[src/rtl/skew_mon_pkg.sv]
package skew_mon_pkg;

  typedef enum logic [1:0] {
    ST_IDLE     = 2'd0,
    ST_WAIT_CHK = 2'd1,
    ST_WAIT_CNT = 2'd2
  } monState_t;

  typedef struct packed {
    logic loadA;
    logic loadB;
    logic decr;
    logic errInc;
  } monStrobe_t;

endpackage

[src/rtl/skew_mon_datapath.sv]
module skew_mon_datapath
  import skew_mon_pkg::*;
#(
  parameter int WIN_W     = 16,
  parameter int ERR_LIMIT = 3,
  parameter int SYNC_LEN  = 2
) (
  input  logic             clk,
  input  logic             mstRst,
  input  logic             cntClk,
  input  logic             chkClk,
  input  logic [WIN_W-1:0] winA,
  input  logic [WIN_W-1:0] winB,
  input  monStrobe_t       stb,
  output logic             cntRise,
  output logic             chkFall,
  output logic             chkRise,
  output logic             timerLast,
  output logic             winAZero,
  output logic             winBZero,
  output logic             errFlag
);

  localparam int CNT_W   = $clog2(ERR_LIMIT + 1);
  localparam int PRIME_N = SYNC_LEN + 1;
  localparam logic [CNT_W-1:0] CNT_MAX = CNT_W'(ERR_LIMIT);

  logic [1:0]         sampleLast;
  logic [PRIME_N-1:0] primeSr;
  logic [WIN_W-1:0]   timer;
  logic [CNT_W-1:0]   errCnt;
  logic [1:0]         syncOut;

  // two synchronizer chains, one per monitored input
  for (genvar g = 0; g < 2; g++) begin : g_sync
    logic [SYNC_LEN-1:0] chain;
    logic rawIn;
    assign rawIn = (g == 0) ? cntClk : chkClk;
    always_ff @(posedge clk) begin
      if (mstRst) chain <= '0;
      else        chain <= {chain[SYNC_LEN-2:0], rawIn};
    end
    assign syncOut[g] = chain[SYNC_LEN-1];
  end

  always_ff @(posedge clk) begin
    if (mstRst) begin
      sampleLast <= '0;
      primeSr    <= '0;
    end else begin
      sampleLast <= syncOut;
      primeSr    <= {primeSr[PRIME_N-2:0], 1'b1};
    end
  end

  logic primed;
  assign primed  = primeSr[PRIME_N-1];
  assign cntRise = primed &  syncOut[0] & ~sampleLast[0];
  assign chkFall = primed & ~syncOut[1] &  sampleLast[1];
  assign chkRise = primed &  syncOut[1] & ~sampleLast[1];

  // shared window timer
  always_ff @(posedge clk) begin
    if (mstRst)         timer <= '0;
    else if (stb.loadA) timer <= winA;
    else if (stb.loadB) timer <= winB;
    else if (stb.decr)  timer <= timer - 1'b1;
  end

  assign timerLast = (timer == WIN_W'(1));
  assign winAZero  = (winA == '0);
  assign winBZero  = (winB == '0);

  // saturating error counter
  always_ff @(posedge clk) begin
    if (mstRst)                            errCnt <= '0;
    else if (stb.errInc && errCnt != CNT_MAX) errCnt <= errCnt + 1'b1;
  end

  assign errFlag = (errCnt == CNT_MAX);

  AST_RESET_CLEAR: assert property (@(posedge clk)
    mstRst |=> (errCnt == '0 && !errFlag));

  AST_CNT_HOLD: assert property (@(posedge clk) disable iff (mstRst)
    !stb.errInc |=> $stable(errCnt));

  AST_CNT_SATURATE: assert property (@(posedge clk) disable iff (mstRst)
    (errCnt == CNT_MAX) |=> (errCnt == CNT_MAX));

  AST_FLAG_STICKY: assert property (@(posedge clk) disable iff (mstRst)
    errFlag |=> errFlag);

endmodule

[src/rtl/skew_mon_ctrl.sv]
module skew_mon_ctrl
  import skew_mon_pkg::*;
(
  input  logic       clk,
  input  logic       mstRst,
  input  logic       cntRise,
  input  logic       chkFall,
  input  logic       chkRise,
  input  logic       timerLast,
  input  logic       winAZero,
  input  logic       winBZero,
  output monStrobe_t stb
);

  monState_t state, stateNxt;
  logic armed;

  always_ff @(posedge clk) begin
    if (mstRst) begin
      state <= ST_IDLE;
      armed <= 1'b0;
    end else begin
      state <= stateNxt;
      armed <= armed | chkRise;
    end
  end

  always_comb begin
    stateNxt = state;
    stb      = '0;
    unique case (state)
      ST_IDLE: begin
        if (armed) begin
          if (cntRise && !chkFall) begin
            if (winAZero) stb.errInc = 1'b1;
            else begin stb.loadA = 1'b1; stateNxt = ST_WAIT_CHK; end
          end else if (chkFall && !cntRise) begin
            if (winBZero) stb.errInc = 1'b1;
            else begin stb.loadB = 1'b1; stateNxt = ST_WAIT_CNT; end
          end
        end
      end
      ST_WAIT_CHK: begin
        if (chkFall) begin
          stateNxt = ST_IDLE;
          if (cntRise) begin
            if (winAZero) stb.errInc = 1'b1;
            else begin stb.loadA = 1'b1; stateNxt = ST_WAIT_CHK; end
          end
        end else if (cntRise) begin
          stb.errInc = 1'b1;
          if (winAZero) stateNxt = ST_IDLE;
          else          stb.loadA = 1'b1;
        end else if (timerLast) begin
          stb.errInc = 1'b1;
          stateNxt   = ST_IDLE;
        end else begin
          stb.decr = 1'b1;
        end
      end
      ST_WAIT_CNT: begin
        if (cntRise) begin
          stateNxt = ST_IDLE;
          if (chkFall) begin
            if (winBZero) stb.errInc = 1'b1;
            else begin stb.loadB = 1'b1; stateNxt = ST_WAIT_CNT; end
          end
        end else if (chkFall) begin
          stb.errInc = 1'b1;
          if (winBZero) stateNxt = ST_IDLE;
          else          stb.loadB = 1'b1;
        end else if (timerLast) begin
          stb.errInc = 1'b1;
          stateNxt   = ST_IDLE;
        end else begin
          stb.decr = 1'b1;
        end
      end
      default: stateNxt = ST_IDLE;
    endcase
  end

  AST_UNARMED_QUIET: assert property (@(posedge clk) disable iff (mstRst)
    !armed |-> !stb.errInc);

  AST_RESTART_ERR: assert property (@(posedge clk) disable iff (mstRst)
    (state == ST_WAIT_CHK && cntRise && !chkFall) |=> (state == ST_WAIT_CHK || winAZero));

  AST_PAIR_CLOSES: assert property (@(posedge clk) disable iff (mstRst)
    (state == ST_WAIT_CNT && cntRise && !chkFall) |=> (state == ST_IDLE));

endmodule

[src/rtl/clk_pair_skew_monitor.sv]
module clk_pair_skew_monitor
  import skew_mon_pkg::*;
#(
  parameter int WIN_W     = 16,
  parameter int ERR_LIMIT = 3
) (
  input  logic             clk,
  input  logic             mstRst,
  input  logic             cntClk,
  input  logic             chkClk,
  input  logic [WIN_W-1:0] winA,
  input  logic [WIN_W-1:0] winB,
  output logic             errFlag
);

  monStrobe_t stb;
  logic cntRise, chkFall, chkRise, timerLast, winAZero, winBZero;

  skew_mon_datapath #(.WIN_W(WIN_W), .ERR_LIMIT(ERR_LIMIT), .SYNC_LEN(2)) u_dp (
    .clk(clk), .mstRst(mstRst), .cntClk(cntClk), .chkClk(chkClk),
    .winA(winA), .winB(winB), .stb(stb),
    .cntRise(cntRise), .chkFall(chkFall), .chkRise(chkRise),
    .timerLast(timerLast), .winAZero(winAZero), .winBZero(winBZero),
    .errFlag(errFlag)
  );

  skew_mon_ctrl u_ctrl (
    .clk(clk), .mstRst(mstRst), .cntRise(cntRise), .chkFall(chkFall),
    .chkRise(chkRise), .timerLast(timerLast), .winAZero(winAZero),
    .winBZero(winBZero), .stb(stb)
  );

endmodule

[config.mk]
export PLATFORM = sky130hd
export DESIGN_NAME = clk_pair_skew_monitor
export DESIGN_NICKNAME = d
export VERILOG_FILES = /design/src/rtl/skew_mon_pkg.sv /design/src/rtl/skew_mon_datapath.sv /design/src/rtl/skew_mon_ctrl.sv /design/src/rtl/clk_pair_skew_monitor.sv
export SDC_FILE = /design/constraint.sdc
export NUM_CORES = 1
export LEC_CHECK = 0
export ABC_AREA = 1
export BUFFER_PORTS_ARGS = -buffer_cell sky130_fd_sc_hd__buf_2
export CORE_MARGIN = 2
export CORE_UTILIZATION = 53
export CTS_CLUSTER_SIZE = 14
export DETAILED_ROUTE_END_ITERATION = 8
export PLACE_DENSITY = 0.74
export SKIP_LAST_GASP = 1
export SYNTH_ARGS = -nofsm -noshare
export SYNTH_HDL_FRONTEND = slang
export SYNTH_HIERARCHICAL = 1
export SYNTH_SLANG_ARGS = --single-unit
[constraint.sdc]
create_clock -name clk -period 2.62 [get_ports clk]
set_input_delay 0.524 -clock clk [delete_from_list [all_inputs] [get_ports clk]]
set_output_delay 0.524 -clock clk [all_outputs]
set_load 0.1 [all_outputs]
# Word-level counts from Yosys, hierarchy flattened
# Index checks and enable logic that the tools add are counted.
dict set report word_totals {
  reg_bits 30
  inputBits 36
  output_inout_bits 1
  word_cells 92
}
dict set report op_classes {
  addsub 2
  n_eq_ne 11
  n_mux 50
  bitwise 10
  reduce_logical 10
}
# cell count
set ops {}
lappend ops {{$mux 16} 3}
lappend ops {{$logic_not 16->1} 2}
lappend ops {{$mux 2} 16}
lappend ops {{$mux 1} 26}
lappend ops {{$eq 16x1->1 const B} 1}
lappend ops {{$sub 16x1->16 const B} 1}
lappend ops {{$and 1x1->1} 6}
lappend ops {{$ne 3x3->1 const B} 2}
lappend ops {{$pmux 1 s2} 3}
lappend ops {{$pmux 2 s3} 1}
lappend ops {{$reduce_and 6->1} 1}
lappend ops {{$eq 2x2->1 const B} 2}
lappend ops {{$ne 4x3->1 const B} 1}
lappend ops {{$ne 4x4->1 const B} 1}
lappend ops {{$logic_and 1x1->1} 3}
lappend ops {{$ne 3x1->1 const B} 1}
lappend ops {{$not 1->1} 3}
lappend ops {{$pmux 1 s3} 1}
lappend ops {{$reduce_bool 3->1} 1}
lappend ops {{$add 2x1->2 const B} 1}
lappend ops {{$eq 2x1->1 const B} 1}
lappend ops {{$logic_not 1->1} 2}
lappend ops {{$logic_not 2->1} 1}
lappend ops {{$ne 2x1->1 const B} 1}
lappend ops {{2 further kinds} 2}

# Longest topological paths before layout
# Gate-level depths: netlist of the first run.
dict set report logic_depth {
  ltp_word 10
  depth_mapped 15
  ltp_nobuf 15
}

# By module
# Netlist of the first run, hierarchy kept.
# module instances cells_per_inst area_each_um2 seq_area_each_um2
set modules_own_cells {}
lappend modules_own_cells {skew_mon_datapath 1 294 1850.5 540.5}
lappend modules_own_cells {skew_mon_ctrl 1 70 437.9 60.1}

# Least setup slack after synthesis of the first run
# Ideal clock, no wire load.
dict set report synth_path {
  path_type {input to register}
  from {input winB[2]}
  to {register u_dp.timer[4]}
  setup_ps 128
  arrival_time_ps 2091
  required_ps 2492
  slack_ps 401
  stages 14
  path_buffers 2
  cell_sequence {nor4_1 > nand3_1 > nor3_1 > inv_2 > nand2_2 > o22ai_1 > buf_6 > nor2_8 > nor2_8 > inv_2 > buf_6 > nor2_1 > a21oi_1 > nor2_1}
}
# element line
set synth_lines {}
lappend synth_lines {{from (decl)} clk_pair_skew_monitor.sv:12} ;# input logic [WIN_W-1:0] winB,
lappend synth_lines {{to (signal assigned)} skew_mon_datapath.sv:65} ;# else if (stb.loadA) timer <= winA;
lappend synth_lines {{to (signal assigned)} skew_mon_datapath.sv:66} ;# else if (stb.loadB) timer <= winB;
lappend synth_lines {{to (signal assigned)} skew_mon_datapath.sv:67} ;# else if (stb.decr) timer <= timer - 1'b1;
lappend synth_lines {{to (decl)} skew_mon_datapath.sv:30} ;# logic [WIN_W-1:0] timer;

==> flow_summary_export.csv, run 1 <==
group,metric,value,unit
synthesis,yosys_warnings,6,
worst_setup_path,path_delay_family,"simple AND/OR/NAND/NOR gates",
cells_and_area,area_delta_synth_final,17.2,%
clock_network,htreeDepth,2,
cells_and_area,mostFrequentLayoutCells,"nand2_1, inv_1, nor2_1, buf_2, dfxtp_1",
placement,gp_congestion,0.891,
worst_setup_path,crit_chain,"inv_1 > nor3_1 > buf_4 > ha_1 > nand2_1 > o31ai_4 > inv_4 > nand2_4 > inv_1 > nand2_1 > o21ai_0 > a21oi_1 > nor2_1",
detailed_routing,dr.first_iter.drc_count,203,
worst_setup_path,cpMaxStageDelayCell,"o31ai_4",
synthesis,ys_ff_latch,30,
placement,portBuffers,36,
worst_setup_path,cp_data_required_time,2.77,ns
synthesis,avgSynthCellArea,6.29,µm²
worst_setup_path,setup.worst_path.start_class,"flip-flop",
timing,slew_viol_final,0,
cells_and_area,layout-drive-gt1-share,21.7,%
timing,fin_setup_tns,0,ns
synthesis,syn_area,0.00229,mm²
cells_and_area,antenna_cells,0,
worst_setup_path,max_stage_delay,0.42,ns
power,power.density,490,mW/mm²
die,fp.dieW,69.7,µm
detailed_routing,ant_nets,0,
run,maxCapViolCount,0,
die,pin_count,37,
die,initial_core_util,56.0,%
worst_setup_path,crit_arrival,2.49,ns
timing,slew_headroom,59.0,%
grt,grt-ovfl-total,0,
synthesis,ys_types,33,
status,outcome,"complete, no violations",
cells_and_area,post-route-util,65.6,%
cells_and_area,fin_area,0.00268,mm²
grt,grt_max_degree,29,
grt,grt_pass1_wl,9.74,mm
timing,period_needed,2.34,ns
timing,tightest_slew,0.614,ns
worst_setup_path,endpoint_kind,"flip-flop",
clock_network,cts.reportedPaths.clkPinSlew,0.07,ns
synthesis,synth.area.top_cells,"dfxtp_1, nand2_1, inv_1",
power,finalPower,1320,µW
synthesis,yosysTopAreaCellShare,26.2,%
detailed_routing,vias,2422,
grt,antenna_found_initial,0,
cells_and_area,final_common_cell,"nand2_1",
timing,fmax,0.428,GHz
timing,period_share,89.2,%
detailed_routing,drc,0,
timing,skew,0.00803,ns
worst_hold_path,hp-class,"reg -> reg",
timing,hold_viol,0,
clock_network,tritoncts,"done",
power,ir_drop,0.316,mV
placement,dp_hpwl,4.34,mm
worst_setup_path,worst-setup-path-type,"reg -> reg",
clock_network,clockBufferDepth,2,
clock_network,cts_inserted_buffers,5,
clock_network,clkSinkCount,30,
grt,grt_usage,24.8,%
power,power.leakage,0.00132,µW
placement,dpl_cell_area,0.00252,mm²
die,die_area,0.00486,mm²
worst_setup_path,path_max_fanout,14,
detailed_routing,vias_per_cell,5.31,
clock_network,worst_skew_pair.late_latency,0.29,ns
clock_network,clock-root-buffer,"clkbuf_8",
cells_and_area,nNetsFinal,452,
synthesis,synth.largest_area_cell,"dfxtp_1",
detailed_routing,wire_per_inst,12.7,µm
worst_setup_path,cp_num_buf_inv,4,
timing,setup_viol,0,
detailed_routing,wl,5.79,mm
clock_network,post_cts_buffers,0,
die,coreArea,0.00409,mm²
die,die_y,69.7,µm
detailed_routing,drt_pass1_iterations,5,
grt,grt_pass1_vias,2131,
die,row_count,23,
synthesis,syn-num-nets,411,
synthesis,ys_seq_area_share,26.2,%
synthesis,syn-instance-count,364,
[per-layer routing]
| metal | vias to the layer above | GRT usage, % | share of wire, % |
|---|---|---|---|
| li1 | 1243 | - | - |
| met1 | 1064 | 34.9 | 47 |
| met5 | - | 0 | 0 |
| met4 | 0 | 7.26 | 1.5 |
| met3 | 9 | 6.10 | 8.6 |
| met2 | 106 | 37.7 | 43 |
[path summary, 6_finish.rpt]
kind                                                 to  cells past startpoint                    start  slack (ns)
worst max-delay path                      u_dp/timer[8]                     13          u_dp/primeSr[2]        0.28
worst min-delay path            u_dp/g_sync[0].chain[1]                      2  u_dp/g_sync[0].chain[0]        0.40
worst max register to register            u_dp/timer[8]                     13          u_dp/primeSr[2]        0.28
worst min register to register  u_dp/g_sync[0].chain[1]                      2  u_dp/g_sync[0].chain[0]        0.40
[tightest hold or removal path, delay by kind of cell, from the launching register on]
kind,cells,cell delay [ns]
and+or+nand+nor,1,0.03
DFF,1,0.30
buffers and inverters,1,0.04
[synthesized netlist by cell type, drive strengths merged]
| master | instances |
|---|---|
| inv | 75 |
| nand2 | 72 |
| nor2 | 60 |
| dfxtp | 30 |
| a21oi | 27 |
| nand3 | 27 |
| o21ai | 18 |
| ha | 11 |
| nand4 | 9 |
| buf | 8 |
| o22ai | 8 |
| nor3 | 5 |
| nor4 | 4 |
| a31oi | 3 |
| o211ai | 2 |
| xor2 | 2 |
| a221oi | 1 |
| clkbuf | 1 |
| o31ai | 1 |
[state kept, by name, summed over array words and instances (netlist names)]
register           count
u_dp/errCnt            2
u_dp/g_sync.chain      4
u_ctrl/armed           1
u_dp/primeSr           3
u_dp/timer            16
u_ctrl/state           2
u_dp/sampleLast        2
[where the power goes]
part / total (µW) / switching (µW) / internal, µW
sequential: 482 / 11.7 / 471
clock: 594 / 188 / 406
combinational: 240 / 145 / 94.5
[kinds of logic after synthesis]
logic type / synth area share (%)
simple gates: 36.1
fa+ha+maj: 6.01
compound gates: 15.6
flops: 26.2
buf+inv: 15.2
xor+xnor: 0.766
[per-stage QoR]
stage                     hold slack [ns]  instances  worst slack, ns
after detailed placement            0.396        448          -0.0157
after floorplan                     0.388        364            0.401
after global routing                0.433        456         -0.00793
after global placement              0.391        448           0.0594
final                               0.405        456            0.284
after CTS                           0.406        456           0.0165
[area by class of cell]
class | instances | area, µm²
clock buffer | 6 | 82.6
timing repair buffer | 43 | 233
fill | 397 | 1400
inverter | 75 | 284
multi-input combinational | 250 | 1360
clock inverter | 2 | 60.1
tap | 50 | 62.6
sequential | 30 | 601
[what timing repair did]
action	CTS	global route
gates resized for setup	0	2
setup endpoints to repair	0	16
hold buffers	0	0
(Power assumes the default switching activity.)
==> run 2: changes to the inputs <==
- SYNTH_HIERARCHICAL: 1 -> not set
==> run 2 against run 1 <==
Effect of this change: wire length is 1.2% lower; clock power is 1% higher; clock skew is 0.0043 ns higher; core utilization is 1.8 points lower; setup slack better by 0.011 ns; critical path depth is 3 lower; sequential cell count stayed put.
==> flow_summary_export.csv, run 2 <==
group,metric,value,unit
clock_network,tritoncts,"done",
cells_and_area,reg.largest.list,"u_dp.timer (16), u_dp.g_sync.chain (4), u_dp.primeSr (3)",
detailed_routing,wire_per_inst,12.5,µm
worst_hold_path,hp-class,"reg -> reg",
grt,grt_pass1_vias,2122,
timing,rsz0062_at_grt,"false",
timing,fmax,0.430,GHz
synthesis,syn-num-nets,411,
clock_network,clkSinkCount,30,
worst_setup_path,path_max_fanout,27,
placement,dp_hpwl,4.01,mm
synthesis,ys_async_sr_fraction,0,%
timing,fin_setup_tns,0,ns
worst_hold_path,hold_depth,2,
timing,tightest_slew,0.761,ns
detailed_routing,ant_nets,0,
grt,grt.busiest_layer,"met2",
die,die_y,68.1,µm
synthesis,synth.largest_area_cell,"dfxtp_1",
grt,grt.met3_usage,5.10,%
clock_network,cts.repair.resized,0,
synthesis,synth.area.top_cells,"dfxtp_1, nor2_1, nand2_1",
timing,period_share,88.7,%
synthesis,avgSynthCellArea,5.92,µm²
synthesis,ys_ff_latch,30,
timing,skew,0.0123,ns
synthesis,yosysMostFrequentCell,"nor2_1",
die,die_area,0.00464,mm²
worst_setup_path,rrSetupSlack,0.30,ns
clock_network,hold_buffers,0,
worst_hold_path,hold_end,"u_dp.g_sync[0].chain[1]",
clock_network,cts_inserted_buffers,5,
status,outcome,"complete, no violations",
detailed_routing,dr.first_iter.drc_count,156,
synthesis,synth_common_cells,"nor2_1, nand2_1, inv_1",
clock_network,post_cts_buffers,0,
die,initial_core_util,54.9,%
clock_network,cts.reportedPaths.clkPinSlew,0.08,ns
cells_and_area,area_delta_synth_final,16.3,%
synthesis,synth_edf_count,0,
cells_and_area,mostFrequentLayoutCells,"nor2_1, nand2_1, inv_1, buf_2, dfxtp_1",
timing,holdWs,0.401,ns
power,ir_drop,0.296,mV
grt,grt-ovfl-total,0,
clock_network,clock-root-buffer,"clkbuf_8",
die,row_count,23,
grt,antenna_found_initial,0,
timing,setup_viol,0,
timing,period_needed,2.32,ns
detailed_routing,drt_pass1_iterations,5,
worst_setup_path,reg2reg_to,"u_dp.timer[14]",
timing,hold_viol,0,
die,fp.dieW,68.1,µm
synthesis,yosys_warnings,0,
placement,portBuffers,36,
synthesis,ys_seq_area_share,27.6,%
cells_and_area,antenna_cells,0,
grt,grt_pass1_wl,9.53,mm
placement,gp_congestion,0.898,
detailed_routing,vias_per_cell,5.17,
detailed_routing,wl,5.72,mm
cells_and_area,largest_register_ffs,16,
worst_setup_path,reg2reg_depth,10,
power,power.leakage,0.00128,µW
grt,grt_usage,27.5,%
worst_setup_path,worst-setup-path-type,"reg -> reg",
detailed_routing,drc,0,
worst_setup_path,endpoint_kind,"flip-flop",
grt,grt_max_degree,28,
synthesis,syn-instance-count,368,
cells_and_area,largest-register,"u_dp.timer",
synthesis,ys.flop_type,"dfxtp_1",
worst_setup_path,crit_arrival,2.51,ns
clock_network,worst_skew_pair.late_latency,0.29,ns
grt,grtUsageMet2,46.2,%
detailed_routing,vias,2358,
worst_hold_path,worstHoldStart,"u_dp.g_sync[0].chain[0]",
worst_setup_path,r2r_start,"u_ctrl.state[1]",
timing,slew_headroom,49.1,%
power,finalPower,1130,µW
cells_and_area,nNetsFinal,448,
run,maxCapViolCount,0,
clock_network,clockBufferDepth,2,
power,power.density,447,mW/mm²
grt,use_met1,35.7,%
cells_and_area,final_common_cell,"nor2_1",
clock_network,htreeDepth,2,
die,coreArea,0.00397,mm²
synthesis,syn_area,0.00218,mm²
worst_setup_path,cp_data_required_time,2.81,ns
die,pin_count,37,
cells_and_area,layout-drive-gt1-share,14.8,%
synthesis,ys_types,28,
worst_setup_path,setup.worst_path.start_class,"flip-flop",
timing,slew_viol_final,0,
synthesis,yosysTopAreaCellShare,27.6,%
-- run 2: changes by cell type after synthesis, moves of 7 or more --
cell | previous run | this run
o21ai_0 | 16 | 23
inv_1 | 66 | 44
nand2_1 | 67 | 74
nor2_1 | 48 | 104
a21oi_2 | 7 | 0
inv_2 | 8 | 1
-- run 2: worst max path at each step --
stage,startpoint,to,slack [ns],cells past startpoint
after CTS,u_ctrl.state[1],u_dp.timer[14],0.31,10
after floorplan,winB[3],u_dp.timer[14],0.88,11
after detailed placement,winA[9],u_dp.timer[14],0.32,11
after global routing,u_ctrl.state[1],u_dp.timer[1],0.06,8
after global placement,winA[9],u_dp.timer[13],0.32,10
final,u_ctrl.state[1],u_dp.timer[14],0.30,10
-- run 2: where the power goes --
part           switching (µW)  total, µW  internal, µW
Sequential               2.68        465           462
Combinational            36.7       67.3          30.6
Clock                     194        600           406
Total                     233       1130           899
-- run 2: logic make-up after synthesis --
group	after synthesis	share of synthesized area [%]
adders and majority gates	7	4.02
xor gates and xnor gates	9	3.62
and+or+nand+nor	221	43.0
AOI/OAI and AO/OA	47	11.8
DFF	30	27.6
buffers and inverters	54	9.99
-- run 2: metal layers --
layer	up-vias	share of wire [%]
li1	1227	-
met3	8	6.9
met2	76	44
met4	0	1.3
met1	1047	48
met5	-	0
-- run 2: critical path, stage by stage, from the launching register on --
cell and delay [ns]:
dfxtp_1 0.42, inv_1 0.09, ha_1 0.24, inv_1 0.11
nor2_2 0.08, o21ai_4 0.62, inv_1 0.32, nand2_1 0.12
nand2_1 0.05, nor2_1 0.11, nor2_1 0.04
-- run 2: layout make-up --
| type | count | area [µm²] |
|---|---|---|
| multi-input combinational | 284 | 1360 |
| sequential | 30 | 601 |
| timing repair buffer | 38 | 195 |
| clock buffer | 6 | 82.6 |
| tap | 50 | 62.6 |
| clock inverter | 2 | 60.1 |
| inverter | 46 | 173 |
| fill | 407 | 1440 |
-- run 2: through the flow --
step	setup slack, ns	util [%]	std cells	instance area (µm²)
4_1_cts	0.307	63.8	456	2530
6_report	0.295	63.8	456	2530
3_3_place_gp	0.319	60.2	448	2390
2_1_floorplan	0.882	-	368	2180
3_5_place_dp	0.315	60.2	448	2390
5_1_grt	0.0609	63.8	456	2530
